===== src/rtl/spec_pkg.sv =====
package spec_pkg;

  // Distance of a processor from the head thread, modulo the processor count.
  function automatic int unsigned thread_rank(int unsigned cpu, int unsigned head,
                                              int unsigned ncpu);
    return (cpu + ncpu - head) % ncpu;
  endfunction

  // True when a thread of rank a runs before one of rank b.
  function automatic logic rank_before(int unsigned a, int unsigned b);
    return a < b;
  endfunction

endpackage


===== src/rtl/spec_order.sv =====
module spec_order #(
  parameter int unsigned NUM_CPU = 4,
  parameter int unsigned MY_ID   = 0,
  localparam int unsigned ID_W   = $clog2(NUM_CPU)
) (
  input  logic [ID_W-1:0] head_i,
  input  logic            bus_valid_i,
  input  logic [ID_W-1:0] bus_cpu_i,
  output logic            is_head_o,
  output logic            writer_earlier_o,
  output logic            writer_later_o
);
  import spec_pkg::*;

  int unsigned my_rank;
  int unsigned wr_rank;
  logic        foreign;

  always_comb begin
    my_rank          = thread_rank(MY_ID, 32'(head_i), NUM_CPU);
    wr_rank          = thread_rank(32'(bus_cpu_i), 32'(head_i), NUM_CPU);
    foreign          = bus_valid_i && (bus_cpu_i != ID_W'(MY_ID));
    is_head_o        = (my_rank == 0);
    writer_earlier_o = foreign && rank_before(wr_rank, my_rank);
    writer_later_o   = foreign && rank_before(my_rank, wr_rank);
  end

endmodule


===== src/rtl/spec_line_state.sv =====
module spec_line_state (
  input  logic clk_i,
  input  logic rst_ni,
  input  logic early_i,     // earlier writer stored to this valid line
  input  logic late_i,      // later writer stored to this valid line
  input  logic clr_i,       // commit or restart epoch boundary
  input  logic touch_i,     // local access to this line
  input  logic mark_read_i, // access is a speculative load
  output logic valid_o,
  output logic read_o,
  output logic preinv_o
);
  logic v_d, r_d, p_d;

  // Ordering inside one cycle: bus store, then epoch clear, then local access.
  always_comb begin
    v_d = valid_o;
    r_d = read_o;
    p_d = preinv_o;
    if (early_i) begin
      v_d = 1'b0;
      p_d = 1'b0;
    end
    if (late_i) p_d = 1'b1;
    if (clr_i) begin
      v_d = v_d & ~p_d;
      p_d = 1'b0;
      r_d = 1'b0;
    end
    if (touch_i) begin
      v_d = 1'b1;
      if (mark_read_i) r_d = 1'b1;
    end
  end

  always_ff @(posedge clk_i or negedge rst_ni) begin
    if (!rst_ni) begin
      valid_o  <= 1'b0;
      read_o   <= 1'b0;
      preinv_o <= 1'b0;
    end else begin
      valid_o  <= v_d;
      read_o   <= r_d;
      preinv_o <= p_d;
    end
  end

endmodule


===== src/rtl/spec_sticky_flag.sv =====
module spec_sticky_flag (
  input  logic clk_i,
  input  logic rst_ni,
  input  logic set_i,
  input  logic clear_i,
  output logic flag_o
);
  // A set in the same cycle as a clear wins.
  always_ff @(posedge clk_i or negedge rst_ni) begin
    if (!rst_ni) flag_o <= 1'b0;
    else         flag_o <= set_i | (flag_o & ~clear_i);
  end
endmodule


===== src/rtl/spec_violation_detector.sv =====
module spec_violation_detector #(
  parameter int unsigned NUM_CPU   = 4,
  parameter int unsigned NUM_LINES = 8,
  parameter int unsigned MY_ID     = 0,
  localparam int unsigned ID_W     = $clog2(NUM_CPU),
  localparam int unsigned IDX_W    = $clog2(NUM_LINES)
) (
  input  logic                 clk_i,
  input  logic                 rst_ni,
  input  logic [ID_W-1:0]      head_i,
  input  logic                 lcl_valid_i,
  input  logic                 lcl_store_i,
  input  logic [IDX_W-1:0]     lcl_line_i,
  input  logic                 bus_valid_i,
  input  logic [ID_W-1:0]      bus_cpu_i,
  input  logic [IDX_W-1:0]     bus_line_i,
  input  logic                 commit_req_i,
  input  logic                 restart_req_i,
  input  logic                 restart_ack_i,
  output logic                 load_hit_o,
  output logic                 violation_o,
  output logic                 inv_pulse_o,
  output logic [IDX_W-1:0]     inv_line_o,
  output logic                 preinv_pulse_o,
  output logic [IDX_W-1:0]     preinv_line_o,
  output logic [NUM_LINES-1:0] line_valid_o,
  output logic [NUM_LINES-1:0] line_read_o,
  output logic [NUM_LINES-1:0] line_preinv_o
);

  // Named internal events, also seen by the bound checker.
  logic                 is_head;
  logic                 writer_earlier;
  logic                 writer_later;
  logic                 epoch_clr;
  logic                 raw_any;
  logic                 spec_load;
  logic [NUM_LINES-1:0] early_hit;
  logic [NUM_LINES-1:0] late_hit;
  logic [NUM_LINES-1:0] touch_vec;
  logic [NUM_LINES-1:0] raw_vec;

  spec_order #(
    .NUM_CPU (NUM_CPU),
    .MY_ID   (MY_ID)
  ) u_order (
    .head_i           (head_i),
    .bus_valid_i      (bus_valid_i),
    .bus_cpu_i        (bus_cpu_i),
    .is_head_o        (is_head),
    .writer_earlier_o (writer_earlier),
    .writer_later_o   (writer_later)
  );

  assign epoch_clr = commit_req_i | restart_req_i;
  assign spec_load = !lcl_store_i && !is_head;

  for (genvar g = 0; g < NUM_LINES; g++) begin : g_line
    logic bus_sel;
    assign bus_sel      = (bus_line_i == IDX_W'(g)) && line_valid_o[g];
    assign early_hit[g] = writer_earlier && bus_sel;
    assign late_hit[g]  = writer_later && bus_sel;
    assign touch_vec[g] = lcl_valid_i && (lcl_line_i == IDX_W'(g));
    assign raw_vec[g]   = early_hit[g] && line_read_o[g] && !is_head;

    spec_line_state u_line (
      .clk_i       (clk_i),
      .rst_ni      (rst_ni),
      .early_i     (early_hit[g]),
      .late_i      (late_hit[g]),
      .clr_i       (epoch_clr),
      .touch_i     (touch_vec[g]),
      .mark_read_i (spec_load),
      .valid_o     (line_valid_o[g]),
      .read_o      (line_read_o[g]),
      .preinv_o    (line_preinv_o[g])
    );
  end

  assign raw_any = |raw_vec;

  spec_sticky_flag u_flag (
    .clk_i   (clk_i),
    .rst_ni  (rst_ni),
    .set_i   (raw_any),
    .clear_i (restart_ack_i),
    .flag_o  (violation_o)
  );

  assign load_hit_o = lcl_valid_i && !lcl_store_i && line_valid_o[lcl_line_i];

  always_ff @(posedge clk_i or negedge rst_ni) begin
    if (!rst_ni) begin
      inv_pulse_o    <= 1'b0;
      inv_line_o     <= '0;
      preinv_pulse_o <= 1'b0;
      preinv_line_o  <= '0;
    end else begin
      inv_pulse_o    <= |early_hit;
      preinv_pulse_o <= |late_hit;
      if (|early_hit) inv_line_o    <= bus_line_i;
      if (|late_hit)  preinv_line_o <= bus_line_i;
    end
  end

endmodule


===== config.mk =====
export PLATFORM = sky130hd
export DESIGN_NAME = spec_violation_detector
export DESIGN_NICKNAME = d
export VERILOG_FILES = /design/src/rtl/spec_pkg.sv /design/src/rtl/spec_order.sv /design/src/rtl/spec_line_state.sv /design/src/rtl/spec_sticky_flag.sv /design/src/rtl/spec_violation_detector.sv
export SDC_FILE = /design/constraint.sdc
export NUM_CORES = 1
export LEC_CHECK = 0
export CAP_MARGIN = 10
export CORE_MARGIN = 1
export CORE_UTILIZATION = 45
export CTS_CLUSTER_DIAMETER = 40
export DETAILED_ROUTE_END_ITERATION = 8
export DONT_BUFFER_PORTS = 1
export PLACE_DENSITY = 0.57
export SYNTH_ARGS = -nofsm -noshare
export SYNTH_HDL_FRONTEND = slang
export SYNTH_HIERARCHICAL = 1
export SYNTH_SLANG_ARGS = --single-unit

===== constraint.sdc =====
create_clock -name clk_i -period 4.4 [get_ports clk_i]
set_input_delay 1.1 -clock clk_i [delete_from_list [all_inputs] [get_ports clk_i]]
set_output_delay 1.1 -clock clk_i [all_outputs]
set_load 0.05 [all_outputs]

# Yosys cells after proc, flatten, opt, wreduce, memory -nomap -nowiden
# Index checks and enable logic that the tools add are counted.
[totals]
reg_bits = 33
[classes]
n_addsub = 3
n_lt_le_gt_ge = 3
n_eq_ne = 14
muxes = 74
n_bitwise = 20
n_reduce_logical = 63
[ops]
columns = ["cell", "count"]
rows = [
  ["1-bit two-way mux", 73],
  ["1-bit logical AND", 54],
  ["32-bit zero test", 1],
  ["3-bit equality test (second input constant)", 8],
  ["8-bit OR reduction", 3],
  ["3-bit by 2-bit equality test with 1-bit output (second input constant)", 4],
  ["1-bit AND", 9],
  ["1-bit NOT", 9],
  ["3-bit by 1-bit equality test with 1-bit output (second input constant)", 2],
  ["3-bit zero test", 2],
  ["2-bit < comparator", 2],
  ["3-bit by 4-bit < comparator with 1-bit output (second input constant)", 1],
  ["1-bit binary-select mux with 3-bit select", 1],
  ["2-bit by 1-bit adder with 2-bit output (second input constant)", 1],
  ["1-bit zero test", 2],
  ["1-bit OR", 2],
  ["2-bit nonzero test", 1],
  ["1-bit by 2-bit subtractor with 2-bit output (first input constant)", 1],
  ["2-bit subtractor", 1],
]

# Depth between registers and ports, before layout
# Gate-level depths: netlist of the first run.
[logic_depth]
depth_word = 11
ltp_mapped = 12
depth_no_buf = 12

# Cells and area by module
# The synthesis of the first run kept the hierarchy.
[by_module_without_submodules]
columns = ["module", "instances", "cells_each", "area_per_inst_um2", "seq_area_each_um2"]
rows = [
  ["spec_line_state", 8, 12, 120.1, 75.1],
  ["spec_violation_detector", 1, 96, 818.3, 200.2],
  ["spec_order", 1, 16, 133.9, 0.0],
  ["spec_sticky_flag", 1, 3, 36.3, 25.0],
]

# Worst setup path before layout of the first run
# OpenSTA, ideal clock, no wires.
[synth_timing]
path_kind = "input -> output"
from = "in lcl_line_i[0]"
to = "out load_hit_o"
arrival_time_ns = 2.816
path_slack_ns = 0.484
stages = 4
cell_sequence = "clkbuf_1 -> mux4_2 -> mux2i_1 -> nor3b_1"
[synth_between]
elab_chain_cells = 3
[synth_lines]
columns = ["item", "line", "source"]
rows = [
  ["start: declaration", "spec_violation_detector.sv:13", "input logic [IDX_W-1:0] lcl_line_i,"],
  ["1-bit binary-select mux with 3-bit select", "spec_violation_detector.sv:90", "assign load_hit_o = lcl_valid_i && !lcl_store_i && line_valid_o[lcl_line_i];"],
  ["1-bit two-way mux (not written as such)", "spec_violation_detector.sv:90", ""],
  ["1-bit logical AND", "spec_violation_detector.sv:90", ""],
  ["end: declaration", "spec_violation_detector.sv:20", "output logic load_hit_o,"],
]
# No other way between the ends. The select of a mux whose other input is x is not followed.

# Worst setup path in the final report of the first run
[layout_timing]
from = "reg g_line[5].u_line.valid_o"
to = "out load_hit_o"
[layout_between]
elab_chain_cells = 3
[layout_lines]
columns = ["item", "line", "source"]
rows = [
  ["start: declaration", "spec_line_state.sv:9", "output logic valid_o,"],
  ["start signal: assignment", "spec_line_state.sv:42", "valid_o <= v_d;"],
  ["1-bit binary-select mux with 3-bit select", "spec_violation_detector.sv:90", ""],
  ["1-bit two-way mux (not written as such)", "spec_violation_detector.sv:90", ""],
  ["1-bit logical AND", "spec_violation_detector.sv:90", ""],
]
# No other way between the ends. The select of a mux whose other input is x is not followed.

==> flow_summary.ini, run 1 <==
[cts]
cts_inserted_buffers = 5
cts_max_level = 2
clk_path_buf_depth = 2
cts_root_buffer = clkbuf_8
ctsResizeCount = 0
cts_tree = done
clock_latency_ns = 0.28
cts_sinks = 33
clk_pin_slew_ns = 0.07
cts_setup_buffers = 0
ctsHoldBuffers = 0

[worst_setup_path]
r2r-start = g_line[4].u_line/valid_o
cp-startpoint = g_line[5].u_line/valid_o
worstSetupPathType = register to output port
worst-path-max-fanout = 6
endpoint = load_hit_o
cp-end-kind = output port
reg2reg_to = inv_line_o[0]
required_ns = 3.30
arrival_ns = 2.21
r2r_setup_slack_ns = 2.36
r2r_cells = 4
start_kind = register

[drt]
post_drt_wl_per_cell_um = 17.2
drt_iter0_drc = 67
num_vias = 1490
firstDrtPassIters = 4
ant_nets = 0
avgViaCountPerCell = 5.69
drt_wl_total_mm = 4.52
drc = 0

[power]
p_int_mw = 0.567
vdd_drop_max_mv = 0.217
swShare_pct = 45.3
power_switching_mw = 0.468
power.share.clock_pct = 20.2
seq_power_share_pct = 62.3
power_frac_comb_pct = 17.5
p_per_area_nw_per_um2 = 504
leakage_nw = 0.795

[finish]
fin_util_pct = 50.3
drive_gt1_share_pct = 10.8
n_antenna_cell = 0
finish.net_count = 235
syn2layout_area_growth_pct = 5.39
layout_common_cells = inv_1, dfrtp_1, nor2_1
fillerInstances = 388

[placed_design]
place.gp.congestion = 0.863
place_ws_ns = 1.00
port_buffers = 0
dp_hpwl_mm = 3.32

[logic_synthesis]
syn-cell-area_um2 = 1950
yosys_warnings = 6
avgSynthCellArea_um2 = 9.24
syn_nets = 233
yosysSeqAreaShare_pct = 42.4
async_reset_ff_share_pct = 100
synth-main-ff-cell = dfrtp_1
synth-edff-count = 0
ys_seq_elements = 33
postSynthCellCount = 211
synth_cell_types = 40

[grt]
grt_max_degree = 34
grt_pass1_vias = 1528
grt.total_usage_pct = 22.9
antenna_found_initial = 0
grt.overflow.total = 0
grt_pass1_wl_mm = 7.52

[timing]
maxSlewHeadroom_pct = 41.6
setup_viol = 0
fin_tns_setup_ns = 0
worst_slack_ns = 1.09
final.min_clock_period_ns = 3.31
min_period_over_period_pct = 75.2
hold_violations = 0
fin_skew_ns = 0.00575
max_slew.worst_pin.slew_ns = 0.873
rsz0062_at_grt = no
fmax_mhz = 302
drv_slew = 0

[floorplanning]
start_util_pct = 47.7
die_x_um = 67.8
boundaryPins = 52
die_h_um = 67.8
coreArea_um2 = 4090
row_count = 23
dieArea_um2 = 4600

[run]
drv_cap = 0

[min_path]
hold_path.class = primary input to async pin

[run_status]
status = finished clean
==> critical path: stages (launching register included) <==
cell     delay (ns)
dfrtp_1        0.76
mux4_2         0.37
mux2i_1        0.08
nor3b_2        0.72
==> through the flow <==
step                      std cells  cell area (um2)  power, mW  hold WS, ns
final                           262             2050       1.04        0.504
after global routing            262             2050       1.09        0.488
after CTS                       262             2050       1.04        0.501
after detailed placement        256             1980      0.832        0.787
after global placement          256             1980      0.827        0.777
after floorplan                 211             1950      0.785        0.755
==> synth_stat cells (all sizes together) (2+ instances only) <==
cell type / n / area (um2)
a211oi: 2 / 20.0
a21o: 2 / 15.0
a21oi: 10 / 50.1
a221oi: 2 / 23.8
a31o: 8 / 70.1
a31oi: 2 / 12.5
buf: 4 / 32.5
dfrtp: 33 / 826
ha: 4 / 50.1
inv: 33 / 124
mux2: 4 / 56.3
mux4: 5 / 116
nand2: 16 / 60.1
nand2b: 16 / 110
nand3: 4 / 20.0
nand3b: 4 / 30.0
nor2: 27 / 101
nor3: 3 / 15.0
nor3b: 2 / 20.0
o21ai: 18 / 90.1
xnor2: 2 / 17.5
==> cell families (layout without fill, tap and decap cells) <==
kind of cell / after synthesis / in the layout / synth area share [%]
flip-flops: 33 / 33 / 42.4
buffers and inverters: 38 / 39 / 8.22
AND/OR/NAND/NOR: 75 / 75 / 19.5
multiplexers: 10 / 10 / 9.37
XOR/XNOR: 3 / 3 / 1.35
AO/OA/AOI/OAI: 48 / 48 / 16.6
adder cells (fa/ha/maj): 4 / 4 / 2.57
==> layout make-up <==
cell class | instances | area (um2) | area share (%)
sequential | 33 | 826 | 40.2
multi-input combinational | 140 | 968 | 47.1
inverter | 33 | 124 | 6.03
clock buffer | 5 | 68.8 | 3.35
clock inverter | 1 | 5.00 | 0.244
tap | 50 | 62.6 | 3.05
==> power by group through the flow <==
stage	combinational, mW	sequential [mW]	clock [mW]
2_1_floorplan	0.166	0.619	0
3_3_place_gp	0.177	0.650	0
3_5_place_dp	0.181	0.651	0
4_1_cts	0.182	0.645	0.212
5_1_grt	0.201	0.658	0.229
6_report	0.181	0.645	0.209
==> flip-flops by register name (all words and copies together), names as in the netlist <==
name                    flops
g_line.u_line/preinv_o      8
g_line.u_line/valid_o       8
preinv_pulse_o              1
inv_line_o                  3
inv_pulse_o                 1
u_flag/flag_o               1
preinv_line_o               3
g_line.u_line/read_o        8
==> worst min path at each step <==
stage / start / end / slack, ns / depth (start not counted)
6_report: rst_ni / g_line[3].u_line/valid_o / 0.50 / 0
5_1_grt: rst_ni / inv_pulse_o / 0.49 / 0
3_3_place_gp: g_line[4].u_line/read_o / g_line[4].u_line/read_o / 0.78 / 2
3_5_place_dp: g_line[3].u_line/read_o / g_line[3].u_line/read_o / 0.79 / 2
4_1_cts: rst_ni / g_line[4].u_line/valid_o / 0.50 / 0
2_1_floorplan: preinv_line_o[0] / preinv_line_o[0] / 0.76 / 2
==> per-layer routing <==
layer  track usage, %  share of wire [%]  vias up
met5                0                  0        -
met2             34.0                 46       60
met3             9.67                9.3        5
met1             29.8                 43      703
li1                 -                  -      722
met4             8.33               0.97        0
Power figures use the tool's default switching activity.
==> inputs of run 2 (changes only) <==
- PLACE_DENSITY: 0.57 -> 0.59
- clock period: 4.4 -> 2.86 ns (I/O delays scaled with it)
==> run 2 against run 1 <==
Compared with the run above: via count rose by 4.8%; clock-buffer cell count rose by 2; clock power rose by 71%; sequential power rose by 20%; register-to-register slack got worse by 1.3 ns; largest cell class unchanged; sequential share of layout area fell by 1.6 points; sequential cell count did not move.
==> flow_summary.ini, run 2 (synthesized netlist as in run 1, its figures left out) <==
[run_status]
status = finished clean

[floorplanning]
dieArea_um2 = 4600
coreArea_um2 = 4090
die_h_um = 67.8
row_count = 23
die_x_um = 67.8
start_util_pct = 47.7
boundaryPins = 52

[grt]
grt.total_usage_pct = 23.5
met2_usage_pct = 34.3
grt_max_degree = 34
grt_util_met3_pct = 8.67
grt.overflow.total = 0
use_met1_pct = 32.0
grt_pass1_vias = 1577
grt_busiest_layer = met2
grt_pass1_wl_mm = 7.82
antenna_found_initial = 0

[worst_setup_path]
worstSetupPathType = primary input to register
r2r_cells = 5
required_ns = 3.03
worst-path-max-fanout = 6
crit_chain = inv_1, ha_1, xnor2_1, xnor2_1, ha_1, nand2b_1, nor3b_2, nand2_1, a41oi_2, nand2b_4, mux2_4
cp_slowest_stage_delay_ns = 0.29
start_kind = primary input
cp_num_cells = 11
r2r_setup_slack_ns = 1.03
path_buf_inv = 1
arrival_ns = 2.71
path_delay_family = simple AND/OR/NAND/NOR gates
r2r-start = g_line[4].u_line/valid_o
endpoint = inv_line_o[1]
cp-startpoint = bus_cpu_i[0]
cp-end-kind = register
reg2reg_to = inv_line_o[1]
critPathSlowestCell = mux2_4

[cts]
cts_max_level = 2
cts_tree = done
cts_setup_buffers = 0
ctsResizeCount = 0
ctsHoldBuffers = 0
clock_latency_ns = 0.29
clk_pin_slew_ns = 0.07
clk_path_buf_depth = 2
cts_root_buffer = clkbuf_8
cts_sinks = 33
cts_inserted_buffers = 5

[timing]
hold_violations = 0
setup_viol = 0
max_slew.worst_pin.slew_ns = 0.670
fin_tns_setup_ns = 0
min_period_over_period_pct = 89.1
drv_slew = 0
worst_slack_ns = 0.312
fmax_mhz = 392
final.min_clock_period_ns = 2.55
rsz0062_at_grt = no
fin_skew_ns = 0.0118
maxSlewHeadroom_pct = 55.2

[min_path]
hold_path.class = primary input to async pin

[drt]
post_drt_wl_per_cell_um = 17.2
drt_wl_total_mm = 4.69
drt_iter0_drc = 93
drc = 0
num_vias = 1562
avgViaCountPerCell = 5.72
firstDrtPassIters = 4
ant_nets = 0

[power]
p_per_area_nw_per_um2 = 798
seq_power_share_pct = 45.4
power_frac_comb_pct = 33.7
power_switching_mw = 0.743
leakage_nw = 0.846
power.share.clock_pct = 20.9
vdd_drop_max_mv = 0.395
finalPower_mw = 1.71
swShare_pct = 43.5
p_int_mw = 0.967

[finish]
n_antenna_cell = 0
finish.net_count = 245
drive_gt1_share_pct = 14.8
biggestRegsByFlops = g_line.u_line/preinv_o (8), g_line.u_line/read_o (8), g_line.u_line/valid_o (8)
layout_common_cells = inv_1, dfrtp_1, nor2_1
syn2layout_area_growth_pct = 9.88

[placed_design]
place_ws_ns = 0.00296
dp_hpwl_mm = 3.48
port_buffers = 0
place.gp.congestion = 0.858

[run]
drv_cap = 0
[run 2: cell count changes in the layout (fill, tap and decap cells not counted), sizes merged]
cell / delta
clkinv: -1
buf: +10
clkbuf: +2
[run 2: final cells by class]
cell class                 count  area (um2)
inverter                      33         124
fill                         374        1940
multi-input combinational    140         968
tap                           50        62.6
timing repair buffer          10        75.1
sequential                    33         826
clock buffer                   7        86.3
[run 2: power groups by stage]
stage               combinational, mW  clock (mW)  sequential (mW)
global placement                0.570           0            0.782
finish                          0.576       0.357            0.777
global route                    0.619       0.382            0.789
floorplan                       0.257           0            0.953
detailed placement              0.573           0            0.785
CTS                             0.576       0.366            0.777
[run 2: how the worst min path moves through the flow]
stage	slack, ns	start	endpoint	cells after the start
finish	0.11	rst_ni	g_line[5].u_line/valid_o	0
global route	0.1	rst_ni	g_line[5].u_line/valid_o	0
CTS	0.10	rst_ni	inv_line_o[2]	0
detailed placement	0.42	rst_ni	inv_line_o[2]	0
global placement	0.42	rst_ni	inv_line_o[2]	0
floorplan	0.42	rst_ni	g_line[0].u_line/preinv_o	0
[run 2: worst register-to-register path, cell delays in order (launching register included)]
cell and delay, ns:
dfrtp_1 0.35, buf_4 0.23, or3b_4 0.42, a41oi_2 0.23, nand2b_4 0.19, mux2_4 0.29
[run 2: per-layer routing]
layer	wire (um)	vias to the layer above
li1	-	737
met1	2140	763
met2	2080	56
met3	404	6
met4	63	0
met5	0	-
[run 2: through the flow]
stage | area, um2 | hold WS (ns) | utilization (%) | std cells
3_5_place_dp | 2060 | 0.421 | 50.3 | 266
3_3_place_gp | 2060 | 0.420 | 50.3 | 266
5_1_grt | 2140 | 0.0983 | 52.4 | 273
2_1_floorplan | 1950 | 0.419 | - | 211
4_1_cts | 2140 | 0.103 | 52.4 | 273
6_report | 2140 | 0.110 | 52.4 | 273
